===== src/rtl/boot_seq_pkg.sv =====
package boot_seq_pkg;

  typedef enum logic [2:0] {
    ST_RESET    = 3'd0,
    ST_SAMPLE   = 3'd1,
    ST_FLASH    = 3'd2,
    ST_ROM_WAIT = 3'd3,
    ST_ROM_DL   = 3'd4,
    ST_FALLBACK = 3'd5
  } boot_state_e;

  function automatic logic is_final(boot_state_e s);
    return (s == ST_FLASH) || (s == ST_ROM_DL) || (s == ST_FALLBACK);
  endfunction

  function automatic logic is_flash_target(boot_state_e s);
    return (s == ST_FLASH) || (s == ST_FALLBACK);
  endfunction

endpackage


===== src/rtl/rst_qualifier.sv =====
module rst_qualifier #(
  parameter int SYNC_STAGES = 2,
  parameter int MIN_LOW     = 260000
) (
  input  logic clk,
  input  logic pin_n,
  output logic pin_level,
  output logic run_ok
);
  localparam int CW = (MIN_LOW > 1) ? $clog2(MIN_LOW) : 1;
  localparam logic [CW-1:0] LAST = CW'(MIN_LOW - 1);

  logic [SYNC_STAGES-1:0] chain;
  logic [CW-1:0]          low_cnt;

  always_ff @(posedge clk) begin
    chain <= {chain[SYNC_STAGES-2:0], pin_n};
  end

  assign pin_level = chain[SYNC_STAGES-1];

  always_ff @(posedge clk) begin
    if (pin_level) begin
      low_cnt <= '0;
      run_ok  <= 1'b1;
    end else if (low_cnt == LAST) begin
      run_ok  <= 1'b0;
    end else begin
      low_cnt <= low_cnt + 1'b1;
    end
  end

endmodule


===== src/rtl/window_timer.sv =====
module window_timer #(
  parameter int LEN = 18200000
) (
  input  logic clk,
  input  logic clear,
  input  logic run,
  output logic last
);
  localparam int CW = (LEN > 1) ? $clog2(LEN) : 1;
  localparam logic [CW-1:0] END_VAL = CW'(LEN - 1);

  logic [CW-1:0] cnt;

  always_ff @(posedge clk) begin
    if (clear) begin
      cnt <= '0;
    end else if (run && cnt != END_VAL) begin
      cnt <= cnt + 1'b1;
    end
  end

  assign last = run && (cnt == END_VAL);

endmodule


===== src/rtl/sync_byte_det.sv =====
module sync_byte_det #(
  parameter int              W     = 8,
  parameter logic [W-1:0]    MATCH = 8'h55
) (
  input  logic         open_win,
  input  logic [W-1:0] data,
  input  logic         valid,
  output logic         ready,
  output logic         hit
);
  assign ready = open_win;
  assign hit   = valid && open_win && (data == MATCH);
endmodule


===== src/rtl/boot_seq_top.sv =====
module boot_seq_top
  import boot_seq_pkg::*;
#(
  parameter int          MIN_LOW_CYCLES = 260000,
  parameter int          WINDOW_CYCLES  = 18200000,
  parameter logic [7:0]  SYNC_BYTE      = 8'h55,
  parameter int          SYNC_STAGES    = 2,
  parameter int          TXD_LANES      = 2
) (
  input  logic                 clk,
  input  logic                 rst_pin_n,
  input  logic                 boot_sel,
  input  logic [7:0]           rx_data,
  input  logic                 rx_valid,
  output logic                 rx_ready,
  output logic [TXD_LANES-1:0] txd_force_low,
  output logic                 boot_flash,
  output logic                 rom_dl_mode,
  output logic                 core_release,
  output logic                 boot_done
);

  logic        pin_level;
  logic        run_ok;
  logic        win_last;
  logic        sync_hit;
  logic        in_wait;
  logic        boot_sel_q;
  boot_state_e state, nxt;

  rst_qualifier #(
    .SYNC_STAGES (SYNC_STAGES),
    .MIN_LOW     (MIN_LOW_CYCLES)
  ) u_qual (
    .clk       (clk),
    .pin_n     (rst_pin_n),
    .pin_level (pin_level),
    .run_ok    (run_ok)
  );

  assign in_wait = (state == ST_ROM_WAIT);

  window_timer #(
    .LEN (WINDOW_CYCLES)
  ) u_timer (
    .clk   (clk),
    .clear (!in_wait),
    .run   (in_wait),
    .last  (win_last)
  );

  sync_byte_det #(
    .W     (8),
    .MATCH (SYNC_BYTE)
  ) u_det (
    .open_win (in_wait),
    .data     (rx_data),
    .valid    (rx_valid),
    .ready    (rx_ready),
    .hit      (sync_hit)
  );

  always_comb begin
    nxt = state;
    unique case (state)
      ST_RESET:    nxt = ST_SAMPLE;
      ST_SAMPLE:   nxt = boot_sel_q ? ST_FLASH : ST_ROM_WAIT;
      ST_ROM_WAIT: begin
        if (sync_hit)      nxt = ST_ROM_DL;
        else if (win_last) nxt = ST_FALLBACK;
      end
      ST_FLASH, ST_ROM_DL, ST_FALLBACK: nxt = state;
      default:     nxt = ST_RESET;
    endcase
  end

  always_ff @(posedge clk) begin
    if (!run_ok) begin
      state      <= ST_RESET;
      boot_sel_q <= 1'b0;
      boot_done  <= 1'b0;
    end else begin
      state     <= nxt;
      boot_done <= is_final(nxt) && !is_final(state);
      if (state == ST_RESET) boot_sel_q <= boot_sel;
    end
  end

  assign core_release = is_final(state);
  assign boot_flash   = is_flash_target(state);
  assign rom_dl_mode  = (state == ST_ROM_DL);

  for (genvar g = 0; g < TXD_LANES; g++) begin : g_txd
    assign txd_force_low[g] = !pin_level || !run_ok;
  end

endmodule


===== config.mk =====
export PLATFORM = sky130hd
export DESIGN_NAME = boot_seq_top
export DESIGN_NICKNAME = d
export VERILOG_FILES = /design/src/rtl/boot_seq_pkg.sv /design/src/rtl/rst_qualifier.sv /design/src/rtl/window_timer.sv /design/src/rtl/sync_byte_det.sv /design/src/rtl/boot_seq_top.sv
export SDC_FILE = /design/constraint.sdc
export NUM_CORES = 1
export LEC_CHECK = 0
export ABC_AREA = 1
export BUFFER_PORTS_ARGS = -buffer_cell sky130_fd_sc_hd__buf_2
export CORE_MARGIN = 3
export CORE_UTILIZATION = 50
export DETAILED_ROUTE_END_ITERATION = 16
export GPL_TIMING_DRIVEN = 0
export HOLD_SLACK_MARGIN = 0.02
export PLACE_DENSITY = 0.77
export SETUP_SLACK_MARGIN = 0.02
export SYNTH_ARGS = -nofsm -noshare
export SYNTH_HDL_FRONTEND = slang
export SYNTH_SLANG_ARGS = --single-unit

===== constraint.sdc =====
create_clock -name clk -period 1.9 [get_ports clk]
set_input_delay 0.38 -clock clk [delete_from_list [all_inputs] [get_ports clk]]
set_output_delay 0.38 -clock clk [all_outputs]
set_load 0.005 [all_outputs]

# After elaboration in Yosys (flattened, before gate mapping)
# Index checks and enable logic that the tools add are counted.
# totals
register_bits,51
# op_classes
n_addsub,2
n_eq_ne,12
muxes,4
reduce_logical,16
# ops
op,n
"adder 25 x 1 -> 25 bit, second input constant",1
"== test 25 bit, second input constant",1
"!= test 25 bit, second input constant",1
"adder 18 x 1 -> 18 bit, second input constant",1
"== test 18 bit, second input constant",1
"== test 3 bit, second input constant",4
one-hot mux 3 bit (4 select lines),1
"== test 3 x 2 -> 1 bit, second input constant",3
"== test 8 x 7 -> 1 bit, second input constant",1
logical OR 1 bit,6
2-to-1 mux 3 bit,2
logical AND 1 bit,5
"== test 3 x 1 -> 1 bit, second input constant",1
zero test 1 bit,3
zero test 3 bit,1
OR reduction 3 bit,1
2-to-1 mux 1 bit,1

# Depth between registers and ports, before layout
# depth
depth_word,9
depth_mapped,11
depth_no_buf,11

# Cells and area by module
# Synthesis repeated with hierarchy kept, for this count alone.
# hier_totals
cells_unflattened,435
hier_area_um2,2867.8
# modules_own_cells
module,n_inst,cells_per_inst,area_per_inst_um2,seq_area_each_um2
window_timer,1,227,1468.9,500.5
rst_qualifier,1,156,1074.8,420.4
boot_seq_top,1,41,271.5,100.1
sync_byte_det,1,11,52.6,0.0

# Worst setup path before layout
# OpenSTA, ideal clock, no wires.
# synth_path
path_type,flip-flop to flip-flop
from,register u_timer.cnt[0]
to,register u_timer.cnt[1]
setup_time_ps,117
arrival_ps,1447
required_ps,1783
path_slack_ps,336
path_stages_with_launch,10
path_buffers,0
cell_sequence,dfxtp_1 > ha_1 > inv_2 > nor2_8 > nand2_2 > nor2_4 > nand2_4 > nand2_8 > inv_2 > a22o_1
# synth_between
elab_chain_cells,2
word_cells_on_any_way,3
classes_between,add/sub: 1; eq/ne: 1; reduce/logical: 1
# synth_lines
element,line_no,text
start: declaration,window_timer.sv:12,logic [CW-1:0] cnt;
start signal: assignment,window_timer.sv:18,cnt <= cnt + 1'b1;
branches (longest 2 deep; another with adder 25 x 1 -> 25 bit),--,
# Parallel ways; which one is timed is not known.
# A chain may end at the register's enable or synchronous reset.

# Worst setup path in the final report
# layout_path
from,register state[0]
to,output port core_release
# layout_between
elab_chain_cells,3
word_cells_on_any_way,5
classes_between,eq/ne: 3; reduce/logical: 2
# layout_lines
element,line_no,text
start: declaration,boot_seq_top.sv:29,"boot_state_e state, nxt;"
start signal: assignment,boot_seq_top.sv:83,state <= nxt;
== test 3 x 2 -> 1 bit / == test 3 bit (equally long branches),boot_seq_pkg.sv:13,return (s == ST_FLASH) || (s == ST_ROM_DL) || (s == ST_FALLBACK);
logical OR 1 bit,boot_seq_pkg.sv:13,
logical OR 1 bit (*),boot_seq_pkg.sv:13,
end: declaration,boot_seq_top.sv:19,"output logic core_release,"
# Mark *: on every way between the ends. The rest lies on a longest branch, timed or not.

==> summary.txt <==
via count -> 2631
root buf cell -> clkbuf_8
syn nets -> 424
Worst path depth -> 6
vias in the first global route -> 2455
total grt overflow -> 0
Final #Nets -> 450
share of cells above drive strength 1 -> 14.19%
clock buffer count from CTS -> 5
Starting Density -> 52.81%
core area -> 5205 um2
combinational power share -> 26.0%
# diodes -> 0
Synth top area share -> 37.14%
H-tree levels -> 2
CP max FO -> 4
fin crit period -> 1.811 ns
Area contributors post-synth -> dfxtp_1 37%, nand2_1 14%, nor2_1 8.1%, inv_1 6.3%, a21oi_1 6.2%
WL/cell -> 11.66 um
Buf/Inv on CP -> 3
# hold bufs at CTS -> 0
die footprint -> 6423 um2
P_int -> 1.659 mW
clock tree buffer depth -> 2
fmax -> 552.2 MHz
Critical Path Source -> state[0]
final wirelength -> 5913 um
register share of total power -> 47.8%
GPL Wtd Cong -> 0.9124
total track usage -> 20.52%
slowest CP cell -> dfxtp_1
Power Density -> 827.6 nW/um2
Slew HR -> 72.99%
syn avg cell area -> 6.705 um2
final cell count without fillers -> 507
Seq/Total Area, Yosys -> 37.14%
Worst path most repeated cell -> inv_1
sw power -> 0.8732 mW
R2R setup slack -> 0.19 ns
area of the mapped netlist -> 2749 um2
worst path cell trace -> inv_1, nor3_1, or2_4, nor2_4, inv_1, buf_2
setup TNS -> 0 ns
Setup crit end -> core_release
Distinct cells, synth -> 35
family with the most delay on the worst path -> simple AND/OR/NAND/NOR gates
post-synth top area cell -> dfxtp_1
period utilisation layout -> 95.32%
via-per-instance ratio -> 5.189
CP Data Arrival Time -> 1.43 ns
unrepaired setup endpoints after global routing -> true
clock transition at the registers of the reported paths -> 0.10 ns
CTS tree -> built
DRT Pass-1 Iters -> 5
Post-Syn Instances -> 410
worst hold path class -> primary input to flop
initial antenna violation count -> 0
I/O Pins -> 19
skew final -> 0.006856 ns
placed cells -> 498
Core Rows -> 26
largest net degree at the start of global routing -> 18
Sw Share -> 34.48%
Slowest Stage Delay on Critical Path -> 0.39 ns
Clock Power Share -> 26.2%
Worst Hold Launch -> rst_pin_n
measured slew at the worst slew-check pin -> 0.4020 ns
final number of setup-violating endpoints -> 0
type of the worst setup path -> flop to output pin
Slew Viols, Final -> 0
die height -> 80.15 um
port bufs -> 18
Reg2Reg Depth -> 10
Worst EP required -> 1.52 ns
CP Capture Type -> output pin
hpwl dp -> 4490 um
Area Growth Syn to Fin -> 11.33%
peak supply drop -> 695.2 uV
Leak -> 1.176 nW
Yosys warning total -> 0
die width -> 80.15 um
final hold violations -> 0
status -> finished clean
drc violations -> 0
Worst R2R Start -> u_timer.cnt[1]
Worst-Skew Late Latency -> 0.31 ns
Post-DRT Antenna Nets -> 0
Critical R2R Capture -> u_timer.cnt[20]
Num Clock Sinks -> 51
Setup crit start kind -> flop
first-pass GRT wire length -> 10470 um
Yosys reg bits -> 51
first-iteration detailed-routing DRC count -> 133
maxcap violations -> 0
==> registers in the layout, indices dropped and copies added, names as in the netlist <==
register,cells
u_qual.low_cnt,18
u_timer.cnt,25
boot_sel_q,1
u_qual.chain,2
boot_done,1
u_qual.run_ok,1
state,3
==> cells in the mapped netlist <==
| library cell | n |
|---|---|
| dfxtp_1 | 51 |
| nand3_2 | 1 |
| nor2_1 | 59 |
| a22o_1 | 1 |
| and3_1 | 1 |
| o211ai_1 | 1 |
| inv_1 | 46 |
| nor2_4 | 2 |
| or2_2 | 3 |
| nand3_1 | 17 |
| nand3b_1 | 2 |
| nor3_1 | 11 |
| o21bai_1 | 2 |
| clkbuf_1 | 1 |
| xor2_1 | 7 |
| o21ai_0 | 20 |
| xnor2_1 | 2 |
| nor2_2 | 4 |
| nand2_2 | 6 |
| buf_8 | 1 |
| or2_0 | 1 |
| nor3_4 | 2 |
| nor4_1 | 1 |
| nor2_8 | 1 |
| nand2_1 | 106 |
| nand2_8 | 1 |
| nand4_1 | 13 |
| nor3b_1 | 1 |
| ha_1 | 2 |
| a21oi_2 | 2 |
| nand2_4 | 1 |
| clkinv_1 | 1 |
| inv_2 | 4 |
| a21oi_1 | 34 |
| buf_4 | 2 |
==> per-stage QoR <==
| stage | setup WS, ns | hold slack (ns) | area (um2) | utilization, % | power, mW |
|---|---|---|---|---|---|
| global placement | 0.05245 | 0.3113 | 2927 | 56.23 | 1.838 |
| finish | 0.08892 | 0.1632 | 3060 | 58.80 | 2.533 |
| global route | 0.01096 | 0.1452 | 3060 | 58.80 | 2.692 |
| CTS | 0.008710 | 0.1534 | 3024 | 58.10 | 2.522 |
| detailed placement | 0.04202 | 0.3150 | 2927 | 56.23 | 1.851 |
| floorplan | 0.3362 | 0.3096 | 2749 | - | 1.662 |
==> what timing repair did <==
item / in CTS / in global routing
gates cloned: 0 / 0
setup endpoints to repair: 3 / 12
gates resized for setup: 3 / 7
setup buffers: 0 / 1
pin swaps: 0 / 0
==> power by group through the flow <==
stage	registers (mW)	clock network, mW	logic [mW]
6_report	1.21	0.663	0.660
5_1_grt	1.22	0.722	0.751
4_1_cts	1.20	0.682	0.640
3_5_place_dp	1.22	0	0.630
3_3_place_gp	1.22	0	0.618
2_1_floorplan	1.21	0	0.453
==> cell families (layout without fill, tap and decap cells) <==
logic type	after synthesis	in the layout	share of synthesized area (%)
simple gates	233	233	39.28
buf+inv	55	82	8.192
fa+ha+maj	2	2	0.9102
xor+xnor	9	9	2.868
compound gates	60	60	11.61
flops	51	51	37.14
==> cell type report <==
type,count,area (um2)
clock buffers,5,68.82
flip-flops and latches,51,1023
well taps,70,87.58
fillers,519,2145
plain buffers,4,33.78
inverters,51,191.4
clock inverters,3,22.52
multi-input cells,304,1535
repair buffers,19,97.59
==> worst min path at each step <==
stage	cells past startpoint	slack, ns	end
global route	1	0.15	u_qual.chain[0]
detailed placement	0	0.31	u_qual.chain[1]
floorplan	0	0.31	u_qual.chain[1]
finish	1	0.16	u_qual.chain[0]
global placement	0	0.31	u_qual.chain[1]
CTS	1	0.15	u_qual.chain[0]
==> layout by cell type, fill, tap and decap left out, types with 2 or more instances in the layout <==
cell,n
xnor2_1,2
nand3b_1,2
buf_4,3
nand2_2,6
clkbuf_8,5
xor2_1,7
nor2_4,4
inv_2,4
nor3_4,2
dfxtp_1,49
or2_2,2
inv_6,2
a21oi_2,2
nor2_2,3
nand4_1,13
buf_2,18
dfxtp_2,2
nand3_1,16
inv_1,46
nand3_2,2
o21ai_0,19
nand2_1,106
a21oi_1,34
nor3_1,11
o21bai_1,2
nor2_1,58
==> per-layer routing <==
metal / vias to the layer above / track usage (%) / wire (um)
met1: 1213 / 26.50 / 2769
met3: 6 / 3.363 / 319
met5: - / 0 / 0
met4: 0 / 6.250 / 62
met2: 48 / 34.85 / 2761
li1: 1364 / - / -
(Power assumes the default switching activity.)
